`config.mk`:
```
export PLATFORM = sky130hd
export DESIGN_NAME = tok_replay_tracker
export DESIGN_NICKNAME = d
export VERILOG_FILES = /design/src/rtl/tok_pkg.sv /design/src/rtl/tok_miss_pred.sv /design/src/rtl/tok_pool.sv /design/src/rtl/tok_vec_table.sv /design/src/rtl/tok_bc_fsm.sv /design/src/rtl/tok_replay_tracker.sv
export SDC_FILE = /design/constraint.sdc
export NUM_CORES = 1
export LEC_CHECK = 0
export BUFFER_PORTS_ARGS = -buffer_cell sky130_fd_sc_hd__buf_2
export CAP_MARGIN = 20
export CORE_ASPECT_RATIO = 1.1
export CORE_MARGIN = 3
export CORE_UTILIZATION = 45
export DETAILED_ROUTE_END_ITERATION = 12
export GPL_TIMING_DRIVEN = 0
export PLACE_DENSITY_LB_ADDON = 0.05
export SKIP_LAST_GASP = 1
export SYNTH_ARGS = -nofsm -noshare
export SYNTH_HDL_FRONTEND = slang
export SYNTH_SLANG_ARGS = --single-unit
```
`constraint.sdc`:
```
create_clock -name clk -period 4.3 [get_ports clk]
set_clock_uncertainty 0.2 [all_clocks]
set_input_delay 0.86 -clock clk [delete_from_list [all_inputs] [get_ports clk]]
set_output_delay 0.86 -clock clk [all_outputs]
set_load 0.05 [all_outputs]
```
`src/rtl/tok_pkg.sv`:
```
package tok_pkg;
    parameter int NTOK_DEF  = 8;
    parameter int NREG_DEF  = 16;
    parameter int PCW_DEF   = 16;
    parameter int PDEPTH_DEF = 16;

    typedef enum logic [1:0] {
        BC_IDLE,
        BC_CLEAR,
        BC_REPLAY,
        BC_SQUASH
    } bc_state_t;
endpackage

```
`src/rtl/tok_miss_pred.sv`:
```
module tok_miss_pred #(
    parameter int PCW   = tok_pkg::PCW_DEF,
    parameter int DEPTH = tok_pkg::PDEPTH_DEF
) (
    input  logic           clk,
    input  logic           rst_n,
    input  logic [PCW-1:0] look_pc,
    output logic           look_miss,
    input  logic           upd_en,
    input  logic [PCW-1:0] upd_pc,
    input  logic           upd_miss
);
    localparam int IW    = $clog2(DEPTH);
    localparam int NFOLD = PCW / IW;

    logic [1:0]    cnt_q [DEPTH];
    logic [IW-1:0] look_idx;
    logic [IW-1:0] upd_idx;

    always_comb begin
        look_idx = '0;
        upd_idx  = '0;
        for (int k = 0; k < NFOLD; k++) begin
            look_idx = look_idx ^ look_pc[k*IW +: IW];
            upd_idx  = upd_idx  ^ upd_pc[k*IW +: IW];
        end
    end

    assign look_miss = cnt_q[look_idx][1];

    always_ff @(posedge clk) begin
        if (!rst_n) begin
            for (int i = 0; i < DEPTH; i++) cnt_q[i] <= 2'b01;
        end else if (upd_en) begin
            if (upd_miss && cnt_q[upd_idx] != 2'b11)
                cnt_q[upd_idx] <= cnt_q[upd_idx] + 2'b01;
            else if (!upd_miss && cnt_q[upd_idx] != 2'b00)
                cnt_q[upd_idx] <= cnt_q[upd_idx] - 2'b01;
        end
    end


    cnt_sat_up_chk: assert property (@(posedge clk) disable iff (!rst_n)
        upd_en && upd_miss |=> cnt_q[$past(upd_idx)] != 2'b00);

    cnt_sat_dn_chk: assert property (@(posedge clk) disable iff (!rst_n)
        upd_en && !upd_miss |=> cnt_q[$past(upd_idx)] != 2'b11);
endmodule

```
`src/rtl/tok_pool.sv`:
```
module tok_pool #(
    parameter int NTOK = tok_pkg::NTOK_DEF
) (
    input  logic                    clk,
    input  logic                    rst_n,
    input  logic                    alloc_req,
    output logic                    alloc_ok,
    output logic [$clog2(NTOK)-1:0] alloc_id,
    input  logic                    rel_en,
    input  logic [$clog2(NTOK)-1:0] rel_id
);
    localparam int TW = $clog2(NTOK);

    logic [NTOK-1:0] free_q;
    logic            any_free;
    logic [TW-1:0]   low_id;

    always_comb begin
        any_free = 1'b0;
        low_id   = '0;
        for (int i = NTOK - 1; i >= 0; i--) begin
            if (free_q[i]) begin
                any_free = 1'b1;
                low_id   = i[TW-1:0];
            end
        end
    end

    assign alloc_ok = alloc_req && any_free;
    assign alloc_id = low_id;

    always_ff @(posedge clk) begin
        if (!rst_n) begin
            free_q <= '1;
        end else begin
            for (int i = 0; i < NTOK; i++) begin
                if (rel_en && rel_id == i[TW-1:0])
                    free_q[i] <= 1'b1;
                else if (alloc_ok && low_id == i[TW-1:0])
                    free_q[i] <= 1'b0;
            end
        end
    end


    grant_taken_chk: assert property (@(posedge clk) disable iff (!rst_n)
        alloc_ok |=> !free_q[$past(alloc_id)]);

    release_free_chk: assert property (@(posedge clk) disable iff (!rst_n)
        rel_en |=> free_q[$past(rel_id)]);
endmodule

```
`src/rtl/tok_vec_table.sv`:
```
module tok_vec_table #(
    parameter int NREG = tok_pkg::NREG_DEF,
    parameter int NTOK = tok_pkg::NTOK_DEF
) (
    input  logic                    clk,
    input  logic                    rst_n,
    input  logic [$clog2(NREG)-1:0] rd_a,
    input  logic [$clog2(NREG)-1:0] rd_b,
    input  logic                    own_en,
    input  logic [$clog2(NTOK)-1:0] own_id,
    input  logic                    wr_en,
    input  logic [$clog2(NREG)-1:0] wr_idx,
    input  logic                    clr_en,
    input  logic [$clog2(NTOK)-1:0] clr_id,
    output logic [NTOK-1:0]         merged,
    output logic [NREG-1:0]         hold_regs
);
    localparam int RW = $clog2(NREG);

    logic [NTOK-1:0] tab_q [NREG];
    logic [NTOK-1:0] own_bit;
    logic [NTOK-1:0] clr_bit;
    logic [NTOK-1:0] clr_keep;
    logic [NTOK-1:0] tok_held;

    always_comb begin
        own_bit = '0;
        clr_bit = '0;
        if (own_en) own_bit[own_id] = 1'b1;
        clr_bit[clr_id] = 1'b1;
        clr_keep = clr_en ? ~clr_bit : '1;
        merged   = (tab_q[rd_a] | tab_q[rd_b] | own_bit) & clr_keep;
    end

    generate
        for (genvar r = 0; r < NREG; r++) begin : g_hold
            assign hold_regs[r] = |(tab_q[r] & clr_bit);
        end
    endgenerate

    always_comb begin
        tok_held = '0;
        for (int r = 0; r < NREG; r++) tok_held = tok_held | tab_q[r];
    end

    always_ff @(posedge clk) begin
        if (!rst_n) begin
            for (int r = 0; r < NREG; r++) tab_q[r] <= '0;
        end else begin
            for (int r = 0; r < NREG; r++) begin
                if (wr_en && wr_idx == r[RW-1:0])
                    tab_q[r] <= merged;
                else
                    tab_q[r] <= tab_q[r] & clr_keep;
            end
        end
    end


    bit_gone_chk: assert property (@(posedge clk) disable iff (!rst_n)
        clr_en |=> !tok_held[$past(clr_id)]);

    own_in_dest_chk: assert property (@(posedge clk) disable iff (!rst_n)
        wr_en && own_en |=> tab_q[$past(wr_idx)][$past(own_id)]);
endmodule

```
`src/rtl/tok_bc_fsm.sv`:
```
module tok_bc_fsm #(
    parameter int NREG = tok_pkg::NREG_DEF,
    parameter int NTOK = tok_pkg::NTOK_DEF
) (
    input  logic                    clk,
    input  logic                    rst_n,
    input  logic                    cmp_valid,
    input  logic                    cmp_is_load,
    input  logic                    cmp_has_tok,
    input  logic                    cmp_late,
    input  logic [$clog2(NTOK)-1:0] cmp_tok,
    input  logic [NREG-1:0]         hold_regs,
    output logic                    bc_valid,
    output logic                    bc_replay,
    output logic [NTOK-1:0]         bc_mask,
    output logic [NREG-1:0]         replay_regs,
    output logic                    squash
);
    import tok_pkg::*;
    localparam int TW = $clog2(NTOK);

    bc_state_t       st_q, st_d;
    logic [TW-1:0]   tok_q;
    logic [NREG-1:0] regs_q;

    always_comb begin
        st_d = BC_IDLE;
        if (cmp_valid && cmp_has_tok)
            st_d = cmp_late ? BC_REPLAY : BC_CLEAR;
        else if (cmp_valid && cmp_is_load && cmp_late)
            st_d = BC_SQUASH;
    end

    always_ff @(posedge clk) begin
        if (!rst_n) begin
            st_q   <= BC_IDLE;
            tok_q  <= '0;
            regs_q <= '0;
        end else begin
            st_q   <= st_d;
            tok_q  <= cmp_tok;
            regs_q <= hold_regs;
        end
    end

    always_comb begin
        bc_valid    = 1'b0;
        bc_replay   = 1'b0;
        bc_mask     = '0;
        replay_regs = '0;
        squash      = 1'b0;
        unique case (st_q)
            BC_IDLE: ;
            BC_CLEAR: begin
                bc_valid       = 1'b1;
                bc_mask[tok_q] = 1'b1;
            end
            BC_REPLAY: begin
                bc_valid       = 1'b1;
                bc_replay      = 1'b1;
                bc_mask[tok_q] = 1'b1;
                replay_regs    = regs_q;
            end
            BC_SQUASH: squash = 1'b1;
            default: ;
        endcase
    end


    clear_bc_chk: assert property (@(posedge clk) disable iff (!rst_n)
        cmp_valid && cmp_has_tok && !cmp_late |=> bc_valid && !bc_replay);

    replay_bc_chk: assert property (@(posedge clk) disable iff (!rst_n)
        cmp_valid && cmp_has_tok && cmp_late |=> bc_replay && replay_regs == $past(hold_regs));

    squash_pulse_chk: assert property (@(posedge clk) disable iff (!rst_n)
        cmp_valid && !cmp_has_tok && cmp_is_load && cmp_late |=> squash && !bc_valid);
endmodule

```
`src/rtl/tok_replay_tracker.sv`:
```
module tok_replay_tracker #(
    parameter int NTOK   = tok_pkg::NTOK_DEF,
    parameter int NREG   = tok_pkg::NREG_DEF,
    parameter int PCW    = tok_pkg::PCW_DEF,
    parameter int PDEPTH = tok_pkg::PDEPTH_DEF
) (
    input  logic                    clk,
    input  logic                    rst_n,
    input  logic [PCW-1:0]          pred_pc_i,
    output logic                    pred_miss_o,
    input  logic                    ren_valid_i,
    input  logic                    ren_flag_i,
    input  logic [$clog2(NREG)-1:0] ren_src_a_i,
    input  logic [$clog2(NREG)-1:0] ren_src_b_i,
    input  logic [$clog2(NREG)-1:0] ren_dst_i,
    input  logic                    ren_dst_we_i,
    output logic [NTOK-1:0]         ren_vec_o,
    output logic                    ren_tok_ok_o,
    output logic [$clog2(NTOK)-1:0] ren_tok_id_o,
    input  logic                    cmp_valid_i,
    input  logic                    cmp_is_load_i,
    input  logic [PCW-1:0]          cmp_pc_i,
    input  logic                    cmp_has_tok_i,
    input  logic [$clog2(NTOK)-1:0] cmp_tok_i,
    input  logic                    cmp_late_i,
    output logic                    bc_valid_o,
    output logic                    bc_replay_o,
    output logic [NTOK-1:0]         bc_mask_o,
    output logic [NREG-1:0]         replay_regs_o,
    output logic                    squash_o
);
    logic            head_done;
    logic [NREG-1:0] hold_regs;

    assign head_done = cmp_valid_i && cmp_has_tok_i;

    tok_miss_pred #(.PCW(PCW), .DEPTH(PDEPTH)) pred_u (
        .clk       (clk),
        .rst_n     (rst_n),
        .look_pc   (pred_pc_i),
        .look_miss (pred_miss_o),
        .upd_en    (cmp_valid_i && cmp_is_load_i),
        .upd_pc    (cmp_pc_i),
        .upd_miss  (cmp_late_i)
    );

    tok_pool #(.NTOK(NTOK)) pool_u (
        .clk       (clk),
        .rst_n     (rst_n),
        .alloc_req (ren_valid_i && ren_flag_i),
        .alloc_ok  (ren_tok_ok_o),
        .alloc_id  (ren_tok_id_o),
        .rel_en    (head_done),
        .rel_id    (cmp_tok_i)
    );

    tok_vec_table #(.NREG(NREG), .NTOK(NTOK)) table_u (
        .clk       (clk),
        .rst_n     (rst_n),
        .rd_a      (ren_src_a_i),
        .rd_b      (ren_src_b_i),
        .own_en    (ren_tok_ok_o),
        .own_id    (ren_tok_id_o),
        .wr_en     (ren_valid_i && ren_dst_we_i),
        .wr_idx    (ren_dst_i),
        .clr_en    (head_done),
        .clr_id    (cmp_tok_i),
        .merged    (ren_vec_o),
        .hold_regs (hold_regs)
    );

    tok_bc_fsm #(.NREG(NREG), .NTOK(NTOK)) fsm_u (
        .clk         (clk),
        .rst_n       (rst_n),
        .cmp_valid   (cmp_valid_i),
        .cmp_is_load (cmp_is_load_i),
        .cmp_has_tok (cmp_has_tok_i),
        .cmp_late    (cmp_late_i),
        .cmp_tok     (cmp_tok_i),
        .hold_regs   (hold_regs),
        .bc_valid    (bc_valid_o),
        .bc_replay   (bc_replay_o),
        .bc_mask     (bc_mask_o),
        .replay_regs (replay_regs_o),
        .squash      (squash_o)
    );


    same_cycle_mask_chk: assert property (@(posedge clk) disable iff (!rst_n)
        head_done && ren_valid_i |-> !ren_vec_o[cmp_tok_i]);
endmodule

```
# == After elaboration in Yosys (flattened, before gate mapping) ==
# Memory sizes are Yosys's and may differ from the RTL's.
# Index checks and enable logic that the tools add are counted.
# totals
wordCells,378
mem_count,2
out_inout_bits,40
reg_bits,29
ram_bits,160
# mem_list
name,words,width,rd,rd_clocked_by_memory_dff,write_ports,line,rtl
table_u.tab_q,16,8,18,0,16,tok_vec_table.sv:20,logic [NTOK-1:0] tab_q [NREG];
pred_u.cnt_q,16,2,2,0,16,tok_miss_pred.sv:16,logic [1:0] cnt_q [DEPTH];
# classes
reduce_logical,74
eq_ne,33
n_addsub,2
n_bitwise,76
order_cmp,6
muxes,174
# op_table
operator,n
$mux 8,35
$and 8x8->8,33
$reduce_or 8->1,16
$mux 1,121
$logic_and 1x1->1,43
$or 1x1->1,33
$eq 4x4->1 const B,8
$eq 3x3->1 const B,8
$mux 3,8
$xor 4x4->4,6
$reduce_or 2->1,10
$eq 4x3->1 const B,4
$mux 16,1
$or 8x8->8,2
$eq 3x2->1 const B,4
$lt 3x4->1 const B,3
$mux 2,5
$demux 1 s3,3
$ge 3x1->1 const B,3
$eq 4x2->1 const B,2
$not 8->8,1
$eq 3x1->1 const B,2
$logic_not 3->1,2
$eq 2x2->1 const B,2
10 further kinds,10

# == Depth between registers and ports, before layout ==
# depth
ltp_word,17
ltp_mapped,10
ltp_nobuf,9

# == Cells and area by module ==
# From an unflattened synthesis, not the netlist that was laid out.
# unflattened
cells_unflattened,1082
hier_area_um2,12365.6
# modules_own_cells
module,seq_area_each_um2,area_each_um2,cells_each,instances
tok_vec_table,3843.7,8977.4,772,1
tok_miss_pred,960.9,2123.3,177,1
tok_bc_fsm,420.4,802.0,80,1
tok_pool,160.2,437.9,49,1
tok_replay_tracker,0.0,25.0,4,1

# == Least setup slack after synthesis ==
# Ideal clock, no wire load.
# synth_timing
kind,input to output
from,input ren_src_a_i[0]
to,output ren_vec_o[6]
slack_ns,0.021
n_path_buf,4
arrival_ns,3.219
required_time_ns,3.240
cell_stages,8
cell_sequence,buf_6 > buf_6 > buf_2 > mux4_2 > mux4_2 > nor3_2 > buf_4 > a31oi_1
# synth_via
elab_chain_len,4
# synth_lines
item,line,rtl
from (decl),tok_replay_tracker.sv:13,"input logic [$clog2(NREG)-1:0] ren_src_a_i,"
$mem_v2 16x8,n/a,
$or 8x8->8 (2 in a row),tok_vec_table.sv:32,merged = (tab_q[rd_a] | tab_q[rd_b] | own_bit) & clr_keep;
$and 8x8->8,tok_vec_table.sv:32,
to (decl),tok_replay_tracker.sv:17,"output logic [NTOK-1:0] ren_vec_o,"
# No other way between the ends.

# == Final worst setup path ==
# layout_timing
from,input ren_src_a_i[1]
to,output ren_vec_o[6]
# The elaborated chain is that of the path after synthesis.

==> impl_metrics.toml <==
[grt]
grtUsageMet2_pct = 48.2
grt_antenna_before_repair = 0
gr-total-overflow = 0
top_usage_layer = "met2"
gr-usage-met3_pct = 5.74
grt_pass1_wl_um = 61500
met1_usage_pct = 40.0
gr-usage-all-layers_pct = 29.8
grt_pass1_vias = 9472
grt_max_degree = 17

[worst_setup_path]
rrSetupSlack_ns = 1.20
cp_slowest_cell = "mux4_2"
critPathKind = "primary input to primary output"
r2r_end = "table_u.tab_q[6][3]"
cp_max_fo = 10
start_kind = "primary input"
setup.worst_path.end_class = "primary output"
reg2reg_depth = 5
r2r-start = "table_u.tab_q[3][3]"
crit_arrival_ns = 3.23
cp_cell_sequence = "buf_2 -> clkbuf_4 -> buf_4 -> mux4_2 -> mux4_2 -> nor3_4 -> buf_6 -> a31oi_1 -> buf_4"
worstPathRequired_ns = 3.24
cp_slowest_stage_delay_ns = 0.50

[clocking]
path_clk_slew_ns = 0.07
cts_tree = "done"
cts.sinks = 189
cts_buffers = 17
cts_root_buffer = "clkbuf_16"
cts_hold_buf = 0
htree_levels = 4
clk_path_buf_depth = 2
worst_skew_pair.late_latency_ns = 0.44

[cells_and_area]
fin_util_pct = 54.7
area_growth_pct = 18.8
nets = 1299
drive_gt1_share_pct = 22.7
final_cells = 1599
diodes = 0

[sta]
setup_violations = 0
worst_slew_pin_slew_ns = 1.20
fmax_mhz = 233
hold_ws_ns = 0.276
rsz0062_at_grt = "true"
finalCritPeriodShare_pct = 99.8
timing.final.hold_violations = 0
post-route-min-period_ns = 4.29
max-slew-margin-rel_pct = 18.9
maxSlewViolCount = 0

[route]
wl_um = 41500
drtIter0Drc = 1418
wl_per_cell_um = 26.0
ant_nets = 0
via_per_inst = 6.18
drc = 0
firstDrtPassIters = 6
via_count = 9884

[placed_design]
dp_hpwl_um = 32300
dp.cells = 1558
gp_congestion = 1.00
numPortBuffers = 86

[logic_synthesis]
synthCells = 995
yosysSeqAreaShare_pct = 46.0
synth-seq-cells = 189
synth_common_cells = "160 x edfxtp_1, 149 x nor2_1, 100 x a211oi_1, 84 x mux4_2, 51 x clkbuf_1"
async_flop_share_pct = 0
synth_area_leaders = "edfxtp_1 41%, mux4_2 16%, a211oi_1 6.4%, dfxtp_1 5.0%, nor2_1 4.8%"
synth_most_common_cell = "edfxtp_1"
synth_area_per_cell_um2 = 11.8
synth_ff_type = "edfxtp_1"
synth_cell_types = 60
synth_edf_count = 160
yosys_warnings = 0
synth_top_cell_by_area = "edfxtp_1"
syn_area_mm2 = 0.0117
synth_top_cell_area_share_pct = 41.1

[floorplanning]
die_h_um = 175
row_count = 61
io_pins = 96
dieArea_mm2 = 0.0280
start_util_pct = 46.0
die_x_um = 160
core-area_mm2 = 0.0254

[worst_hold_path]
min_path_cells = 2
hold_end = "pool_u.free_q[7]"
worstHoldStart = "pool_u.free_q[7]"
hold_path.class = "register to register"

[pwr]
combPwrFrac_pct = 22.8
p_sw_mw = 1.56
netSwitchingFraction_pct = 31.5
pwr-share-seq_pct = 44.7
p_int_mw = 3.40
clkPwrFrac_pct = 32.6
p_leak_nw = 4.90
total_power_mw = 4.96
power_density_mw_per_mm2 = 356
peakVddDrop_mv = 0.239

[flow_run]
maxCapViolCount = 0

[run_status]
outcome = "completed"
[cells in the final DEF (no fill, tap or decap), types with 3 or more instances in the layout]
cell and n:
a211oi_1 99, o21ai_0 25, nand2b_1 8, mux4_2 84, mux4_1 8, buf_4 19, a32o_1 3, dfxtp_1 29
inv_6 3, nand3_1 39, a21oi_1 13, o21a_1 6, clkbuf_4 3, buf_6 10, a22o_1 16, xor2_1 8
buf_2 90, a22oi_1 36, clkbuf_1 48, a31oi_1 22, nor3_1 27, o21bai_1 3, inv_1 9, buf_1 5
and2_1 22, xnor2_1 16, edfxtp_1 160, nor2_1 147, buf_12 3, or2_1 5, a221oi_1 16, conb_1 128
or2_2 16, clkbuf_16 17, nand2_1 45, or3_1 3, a211oi_4 4
[registers in the layout, indices dropped and copies added, names as in the netlist]
| signal | count |
|---|---|
| fsm_u.st_q | 2 |
| pool_u.free_q | 8 |
| fsm_u.tok_q | 3 |
| table_u.tab_q | 128 |
| pred_u.cnt_q | 32 |
| fsm_u.regs_q | 16 |
[per-stage QoR]
| step | setup WS, ns | setup TNS, ns | area [um2] |
|---|---|---|---|
| CTS | -0.0380 | -0.0380 | 13800 |
| detailed placement | -1.20 | -31.96 | 13100 |
| global placement | -1.20 | -30.47 | 13000 |
| global route | -0.0471 | -0.0471 | 13900 |
| finish | 0.0106 | 0 | 13900 |
| floorplan | 0.0208 | 0 | 12200 |
[critical path, delay by kind of cell]
family / cells / cell delay (ns)
compound gates: 1 / 0.09
simple gates: 1 / 0.25
buf+inv: 5 / 1.15
mux: 2 / 0.86
[kinds of logic (layout without fill, tap and decap cells)]
logic type	after synthesis	in the layout	share of synthesized area, %
DFF	189	189	46.0
adders and majority gates	2	2	0.214
and+or+nand+nor	336	336	13.5
xor gates and xnor gates	28	28	2.35
AOI/OAI and AO/OA	253	253	15.9
buffers and inverters	91	222	3.75
other	1	128	0.0320
muxes	95	95	18.2
[area by class of cell]
type / instances / area [um2]
repair buffers: 102 / 553
plain buffers: 78 / 478
flip-flops and latches: 189 / 5390
multi-input cells: 842 / 6450
well taps: 346 / 433
inverters: 11 / 41.3
clock buffers: 18 / 429
clock inverters: 13 / 140
fillers: 2280 / 11500
[layer usage]
| layer | vias to the layer above | wire [um] |
|---|---|---|
| li1 | 4327 | - |
| met1 | 4837 | 16500 |
| met2 | 590 | 19300 |
| met3 | 130 | 3890 |
| met4 | 0 | 1820 |
| met5 | - | 0 |
[worst max-delay path by stage]
| stage | cells past startpoint | to | startpoint | slack (ns) |
|---|---|---|---|---|
| finish | 9 | ren_vec_o[6] | ren_src_a_i[1] | 0.01 |
| detailed placement | 8 | ren_vec_o[7] | ren_src_b_i[1] | -1.20 |
| global placement | 8 | ren_vec_o[7] | ren_src_b_i[1] | -1.20 |
| global route | 9 | ren_vec_o[6] | ren_src_a_i[1] | -0.05 |
| floorplan | 8 | ren_vec_o[6] | ren_src_a_i[0] | 0.02 |
| CTS | 8 | ren_vec_o[7] | ren_valid_i | -0.04 |
[power by group through the flow]
stage	clock network (mW)	logic [mW]	registers [mW]
final	1.62	1.13	2.21
after CTS	1.63	1.09	2.21
after global routing	1.70	1.20	2.22
after global placement	0	1.05	2.24
after floorplan	0	0.761	2.19
after detailed placement	0	1.06	2.25
[what timing repair did]
| item | CTS | global route |
|---|---|---|
| endpoints found under the setup margin | 23 | 6 |
| buffers inserted | 3 | 9 |
| resized for setup | 41 | 13 |
| cloned | 0 | 0 |
| pin swaps | 3 | 4 |
Note: power is estimated with default switching activity, not from simulation.
